## config.mk

```make
export PLATFORM = sky130hd
export DESIGN_NAME = mode_arbiter
export DESIGN_NICKNAME = d
export VERILOG_FILES = /design/src/rtl/mode_arbiter.sv
export SDC_FILE = /design/constraint.sdc
export NUM_CORES = 1
export LEC_CHECK = 0
export ABC_AREA = 1
export ABC_CLOCK_PERIOD_IN_PS = 10600
export BUFFER_PORTS_ARGS = -buffer_cell sky130_fd_sc_hd__buf_2
export CAP_MARGIN = 10
export CELL_PAD_IN_SITES_DETAIL_PLACEMENT = 1
export CELL_PAD_IN_SITES_GLOBAL_PLACEMENT = 2
export CORE_MARGIN = 3
export CORE_UTILIZATION = 39
export CTS_BUF_LIST = sky130_fd_sc_hd__clkbuf_4 sky130_fd_sc_hd__clkbuf_8
export DETAILED_ROUTE_END_ITERATION = 16
export GPL_TIMING_DRIVEN = 0
export PLACE_DENSITY_LB_ADDON = 0.12
export SLEW_MARGIN = 10
export SYNTH_ARGS = -nofsm -noshare
export SYNTH_HDL_FRONTEND = slang
export SYNTH_SLANG_ARGS = --single-unit
```

## constraint.sdc

```tcl
create_clock -name clk -period 10.6 [get_ports clk]
set_clock_uncertainty 0.2 [all_clocks]
set_input_delay 1.06 -clock clk [delete_from_list [all_inputs] [get_ports clk]]
set_output_delay 1.06 -clock clk [all_outputs]
set_load 0.01 [all_outputs]
```

## src/rtl/mode_arbiter.sv

```systemverilog
module mode_arbiter #(
  parameter int N  = 4,
  parameter int WW = 3,
  localparam int IW = (N > 1) ? $clog2(N) : 1,
  localparam int DW = IW + WW,
  localparam int AW = $clog2(N + 1)
) (
  input  logic          clk,
  input  logic          rst_n,
  input  logic [N-1:0]  req,
  input  logic          lock,
  input  logic          cfg_we,
  input  logic [AW-1:0] cfg_addr,
  input  logic [DW-1:0] cfg_wdata,
  output logic [N-1:0]  gnt
);

  logic [1:0]    mode_q;
  logic [IW-1:0] rank_q [N];
  logic [WW-1:0] wgt_q  [N];
  logic [WW-1:0] cred_q [N];
  logic [IW-1:0] ptr_q;
  logic [N-1:0]  prev_q;

  logic [N-1:0]  elig, pick;
  logic [IW-1:0] k;
  logic          hold, starve, wrap;

  function automatic logic [N-1:0] rot_pick(input logic [N-1:0] s, input int st);
    logic [N-1:0] r;
    r = '0;
    for (int o = N - 1; o >= 0; o--) begin
      if (s[(st + o) % N]) begin
        r = '0;
        r[(st + o) % N] = 1'b1;
      end
    end
    return r;
  endfunction

  function automatic logic [IW-1:0] enc(input logic [N-1:0] oh);
    logic [IW-1:0] r;
    r = '0;
    for (int i = 0; i < N; i++)
      if (oh[i]) r = IW'(i);
    return r;
  endfunction

  function automatic logic [WW-1:0] weff(input logic [WW-1:0] w);
    return (w == '0) ? WW'(1) : w;
  endfunction

  always_comb
    for (int i = 0; i < N; i++) elig[i] = req[i] && (cred_q[i] != '0);

  assign hold   = lock && |(prev_q & req);
  assign starve = ~|elig;

  always_comb begin
    logic          found;
    logic [IW-1:0] best;
    pick  = '0;
    found = 1'b0;
    best  = '0;
    unique case (mode_q)
      2'd0: pick = req & (~req + 1'b1);
      2'd1:
        for (int i = 0; i < N; i++)
          if (req[i] && (!found || rank_q[i] < best)) begin
            pick     = '0;
            pick[i]  = 1'b1;
            best     = rank_q[i];
            found    = 1'b1;
          end
      2'd2: pick = rot_pick(req, int'(ptr_q) + 1);
      default: pick = starve ? rot_pick(req, int'(ptr_q) + 1) : rot_pick(elig, int'(ptr_q));
    endcase
  end

  assign k    = enc(pick);
  assign wrap = k < ptr_q;
  assign gnt  = hold ? prev_q : pick;

  always_ff @(posedge clk) begin
    if (!rst_n) begin
      mode_q <= 2'd0;
      ptr_q  <= IW'(N - 1);
      prev_q <= '0;
      for (int i = 0; i < N; i++) begin
        rank_q[i] <= IW'(i);
        wgt_q[i]  <= WW'(1);
        cred_q[i] <= WW'(1);
      end
    end else begin
      prev_q <= gnt;
      if (!hold && |req) begin
        ptr_q <= k;
        if (mode_q == 2'd3)
          for (int i = 0; i < N; i++) begin
            logic [WW-1:0] base;
            base = (starve || wrap) ? weff(wgt_q[i]) : cred_q[i];
            cred_q[i] <= (IW'(i) == k) ? base - WW'(1) : base;
          end
      end
      if (cfg_we) begin
        if (cfg_addr == '0) mode_q <= cfg_wdata[1:0];
        for (int i = 0; i < N; i++)
          if (cfg_addr == AW'(i + 1)) begin
            rank_q[i] <= cfg_wdata[IW-1:0];
            wgt_q[i]  <= cfg_wdata[DW-1:IW];
          end
      end
    end
  end

endmodule


```

==> results of run 1 <==
critical path: cells and delay by family:
kind / cells / cell delay, ns
buf+inv: 5 / 0.52
fa+ha+maj: 5 / 1.24
compound gates: 4 / 0.55
simple gates: 22 / 2.07
placed cells by master (no fill, tap or decap), types with 2 or more instances in the layout:
cell,Yosys,layout
o21ai_0,18,18
ha_1,16,16
nor2_1,41,41
nand4_1,3,3
a21oi_1,18,18
clkbuf_1,3,3
o22ai_1,7,7
buf_2,1,19
nor3_1,5,5
dfxtp_1,8,8
nand2_2,17,17
o211ai_1,5,5
o21ai_1,10,10
nand3_2,3,3
o21ai_2,7,7
nand2_4,3,3
a21oi_2,6,6
edfxtp_1,32,32
clkbuf_8,0,5
o21bai_1,2,2
nand2_1,111,111
nand3_1,36,36
nor2_2,3,3
inv_1,64,64
inv_2,7,7
routing by layer:
layer	up-vias	part of all wire
li1	1486	-
met1	1352	0.46
met2	41	0.49
met3	13	0.030
met4	0	0.020
met5	-	0
registers in the layout, summed over array words and instances, names as in the netlist:
signal / flops
prev_q: 4
cred_q: 12
ptr_q: 2
wgt_q: 12
rank_q: 8
mode_q: 2
cells by family after synthesis:
| group | count (synthesis) | share of synthesized area |
|---|---|---|
| compound gates | 78 | 0.155 |
| fa+ha+maj | 16 | 0.0637 |
| buf+inv | 79 | 0.103 |
| flops | 40 | 0.357 |
| simple gates | 225 | 0.322 |
through the flow:
| step | utilization | instances | instance area [µm²] | power [mW] | hold WS [ns] |
|---|---|---|---|---|---|
| 3_5_place_dp | 0.432 | 558 | 3360 | 0.375 | 0.290 |
| 2_1_floorplan | - | 438 | 3140 | 0.326 | 0.266 |
| 4_1_cts | 0.447 | 566 | 3470 | 0.506 | 0.303 |
| 6_report | 0.447 | 566 | 3470 | 0.502 | 0.301 |
| 3_3_place_gp | 0.432 | 558 | 3360 | 0.369 | 0.285 |
| 5_1_grt | 0.447 | 566 | 3470 | 0.537 | 0.333 |
cell type report:
class | count | area, µm² | area share
multi-input cells | 319 | 1700 | 0.488
flip-flops and latches | 40 | 1120 | 0.323
inverters | 72 | 273 | 0.0785
well taps | 102 | 128 | 0.0367
repair buffers | 18 | 90.1 | 0.0259
clock buffers | 5 | 68.8 | 0.0198
plain buffers | 7 | 50.0 | 0.0144
clock inverters | 3 | 46.3 | 0.0133
path summary, 6_finish.rpt:
kind           startpoint            to  slack, ns  cells after the start
max                req[0]  cred_q[0][5]       5.00                     36
min             prev_q[1]     prev_q[1]       0.30                      2
min reg2reg     prev_q[1]     prev_q[1]       0.30                      2
max reg2reg  rank_q[1][1]  cred_q[0][5]       5.55                     34
where the power goes:
group	total, mW	internal (mW)	switching, mW	leakage [nW]
combinational	0.187	0.0604	0.126	1.16
sequential	0.184	0.178	0.00630	0.371
clock	0.131	0.0710	0.0604	0.0548
Yosys cell counts (all sizes together):
master	instances
nand4	3
inv	72
nand2	131
o22ai	7
edfxtp	32
nor2	44
nor3	5
o21ai	35
a311oi	1
a22oi	1
nand3b	1
clkbuf	3
buf	4
nor4	2
nand3	39
ha	16
a21oi	24
o211ai	6
a22o	1
dfxtp	8
a221oi	1
o21bai	2
==> results by group, run 1 <==
Timing
  • Final WS setup: 5.00 ns
  • Slew HR: 0.553
  • Final period utilization: 0.528
  • Setup TNS: 0 ns
  • RSZ-0062 raised after global routing: false
  • Final Setup Violations: 0
  • Pins Over Slew Limit: 0
  • Final Hold Fails: 0
  • Final worst path period need: 5.60 ns
  • Peak Freq: 179 MHz
  • Worst slew pin tran: 0.664 ns

Drt
  • Drt wl/cell: 15.5 µm
  • Total Wirelength: 8800 µm
  • DRT Pass-1 Iters: 4
  • Routed Antenna Nets: 0
  • Residual DRC: 0
  • DRT iter0 DRCs: 94
  • Vias per cell: 5.11
  • DR vias: 2892

Pwr
  • Leak pwr: 1.58 nW
  • Peak supply drop: 0.0634 mV
  • Pwr/cell area: 145 nW/µm²

Synth
  • Synthesis warning total: 0
  • Syn_area_per_cell: 7.17 µm²
  • Post-Syn Area: 3140 µm²
  • #FFs+latches synth: 40
  • Dominant cell type by area after synthesis: edfxtp_1
  • Synth top area share: 0.306
  • Post-synthesis net count: 470
  • Synth area leaders: edfxtp_1 (31%), nand2_1 (13%), inv_1 (7.6%)
  • Register area share after synthesis: 0.357
  • Synth Instances: 438
  • Netlist cell types: 36

Setup path
  • Crit-path max FO: 10
  • Kind of critical path: in -> reg
  • CP endpoint kind: register
  • Crit path required time: 10.47 ns
  • Slowest CP cell: ha_1
  • Cell repeated most along the worst path: nand2_1
  • Critical Path AT: 5.47 ns
  • Critical path launch point type: input pin
  • CP max stage delay: 0.30 ns

Clock tree
  • CTS Root Cell: clkbuf_8
  • Post-CTS resize count: 0
  • Worst-path clk slew: 0.09 ns
  • Post-CTS setup buffers: 0
  • Worst-skew pair later-pin latency: 0.30 ns
  • Sink Count: 40
  • Cts hold-fix bufs: 0
  • CTS max path bufs: 2
  • TritonCTS clock tree: done
  • H-tree lvl count: 2
  • CTS Buf Count: 5

Floorplanning
  • Row cnt: 32
  • Core box area: 7770 µm²
  • Full die area: 9170 µm²
  • # IOs: 20
  • Initial Utilization: 0.404
  • Die X: 95.7 µm
  • DIE HEIGHT: 95.7 µm

Finish
  • ANT cells: 0
  • Layout cell share with drive strength beyond 1: 0.170
  • Layout area overhead: 10.6%
  • Filler cell count: 1042
  • Fin nets: 495

Global routing
  • Vias in the first global route: 2939
  • Met2 usage: 0.352
  • First-pass GRT wire length: 14300 µm
  • Initial antenna violation count: 0
  • GR Util met1: 0.259
  • Gr busiest metal: met2
  • Pin count of the biggest net entering global routing: 15
  • All-Layer GR Usage: 0.203
  • Grt ovf: 0
  • Grt met3 use: 0.0321

Hold path
  • HP Class: reg -> reg

Outcome
  • Outcome: complete, no violations

Flow run
  • Max-cap viol count: 0

Place
  • DP Worst Slack: 4.64 ns
  • Gp weighted congestion: 0.825
  • DPL Wire Length: 7260 µm
  • Port-buffer cells: 18
No activity file was read; power rests on OpenSTA's default activity.
==> inputs of run 2 (changes only) <==
- ABC_CLOCK_PERIOD_IN_PS: 10600 -> 5700
- CORE_UTILIZATION: 39 -> 36
- clock period: 10.6 -> 5.7 ns (I/O delays scaled with it)
==> run 2 against run 1 <==
Hold slack better by 0.0018 ns. Final cell count increased by 0.53%. Via count is 1.3% lower. Setup slack worse by 4.3 ns. Critical path depth stayed put. Largest power group unchanged.
==> results by group, run 2 (same netlist as run 1, synthesis figures left out) <==
Outcome
  • Outcome: complete, no violations

Clock tree
  • Sink Count: 40
  • Post-CTS resize count: 0
  • CTS Root Cell: clkbuf_8
  • Post-CTS setup buffers: 0
  • TritonCTS clock tree: done
  • Cts hold-fix bufs: 0
  • H-tree lvl count: 2
  • CTS max path bufs: 2
  • CTS Buf Count: 5
  • Worst-skew pair later-pin latency: 0.30 ns
  • Worst-path clk slew: 0.10 ns

Pwr
  • Design Power: 0.934 mW
  • Peak supply drop: 0.119 mV
  • Leak pwr: 1.58 nW
  • Pwr/cell area: 269 nW/µm²

Drt
  • Routed Antenna Nets: 0
  • DR vias: 2853
  • Total Wirelength: 8840 µm
  • Residual DRC: 0
  • DRT Pass-1 Iters: 4
  • Drt wl/cell: 15.5 µm
  • DRT iter0 DRCs: 83
  • Vias per cell: 5.01

Timing
  • Pins Over Slew Limit: 0
  • Peak Freq: 199 MHz
  • Final period utilization: 0.880
  • Final Setup Violations: 0
  • Setup TNS: 0 ns
  • Final Hold Fails: 0
  • Slew HR: 0.522
  • RSZ-0062 raised after global routing: false
  • Final worst path period need: 5.02 ns
  • Worst slew pin tran: 0.709 ns

Global routing
  • All-Layer GR Usage: 0.189
  • Pin count of the biggest net entering global routing: 14
  • Grt ovf: 0
  • Initial antenna violation count: 0
  • Vias in the first global route: 2975
  • First-pass GRT wire length: 14700 µm

Floorplanning
  • Row cnt: 33
  • Core box area: 8340 µm²
  • # IOs: 20
  • DIE HEIGHT: 99.4 µm
  • Full die area: 9880 µm²
  • Die X: 99.4 µm
  • Initial Utilization: 0.377

Place
  • Port-buffer cells: 18
  • Area after DPL: 3360 µm²
  • Gp weighted congestion: 0.816
  • Total placed cells including tap cells: 561
  • DPL Wire Length: 7230 µm

Hold path
  • HP Class: reg -> reg
  • Hold Crit Start: prev_q[2]
  • Hold endpoint: prev_q[2]
  • Hold path cells: 2

Setup path
  • Critical path launch point type: input pin
  • R2r endpoint: cred_q[0][5]
  • Slowest CP cell: ha_1
  • R2R setup slack: 0.70 ns
  • Reg2reg path depth: 34
  • Crit-path max FO: 10
  • Critical R2R Launch: rank_q[1][1]
  • Crit path required time: 5.57 ns
  • Worst path top cell family by delay: simple AND/OR/NAND/NOR gates
  • Cell repeated most along the worst path: nand2_1
  • Critical Path AT: 4.89 ns
  • Critical path buffers and inverters: 5
  • CP endpoint kind: register
  • Kind of critical path: in -> reg
  • CP max stage delay: 0.30 ns

Finish
  • Layout area overhead: 10.6%
  • Fin nets: 495
  • Final instance area: 3470 µm²
  • Layout Cells excl Fill: 569
  • ANT cells: 0
  • Commonest non-fill, non-tap cell in the layout: nand2_1
  • Layout cell share with drive strength beyond 1: 0.168
  • Commonest cells after routing, fill and taps aside: nand2_1 (111), inv_1 (64), nor2_1 (41)
  • Regs by FF count: cred_q (12), wgt_q (12), rank_q (8)
  • Finished Core Util: 0.416

Flow run
  • Max-cap viol count: 0
## run 2: routing by layer
metal | wire length (µm) | share of wire | track usage | vias to the layer above
met5 | 0 | 0 | 0 | -
met4 | 131 | 0.015 | 0.0494 | 0
met3 | 231 | 0.026 | 0.0238 | 12
met2 | 4340 | 0.49 | 0.336 | 39
met1 | 4130 | 0.47 | 0.241 | 1308
li1 | - | - | - | 1494
## run 2: tightest hold or removal path, delay by kind of cell, from the launching register on
kind / cells / cell delay (ns)
compound gates: 1 / 0.06
flops: 1 / 0.32
simple gates: 1 / 0.08
## run 2: report_power, final
group | switching (mW) | internal, mW | total (mW) | leakage, nW
sequential | 0.0117 | 0.331 | 0.343 | 0.371
clock | 0.114 | 0.130 | 0.244 | 0.0558
combinational | 0.235 | 0.113 | 0.348 | 1.16
total | 0.361 | 0.574 | 0.934 | 1.58
## run 2: metrics by stage
step | setup WS [ns] | hold WS, ns
2_1_floorplan | 1.01 | 0.266
3_3_place_gp | 0.414 | 0.285
3_5_place_dp | 0.330 | 0.290
4_1_cts | 0.615 | 0.305
5_1_grt | 0.123 | 0.334
6_report | 0.682 | 0.303
## run 2: worst max path at each step
| stage | depth (start not counted) | from | slack, ns | end |
|---|---|---|---|---|
| after global placement | 36 | req[0] | 0.41 | cred_q[0][5] |
| after global routing | 36 | req[0] | 0.12 | cred_q[0][5] |
| final | 36 | req[0] | 0.68 | cred_q[0][5] |
| after detailed placement | 36 | req[0] | 0.33 | cred_q[0][5] |
| after CTS | 36 | req[0] | 0.62 | cred_q[0][5] |
| after floorplan | 36 | req[0] | 1.01 | cred_q[0][5] |
## run 2: area by class of cell
class,instances,area [µm²]
multi-input combinational,319,1700
clock inverter,3,42.5
tap,105,131
timing repair buffer,18,90.1
sequential,40,1120
clock buffer,5,68.8
fill,1083,4870
inverter,72,273
buffer,7,50.0
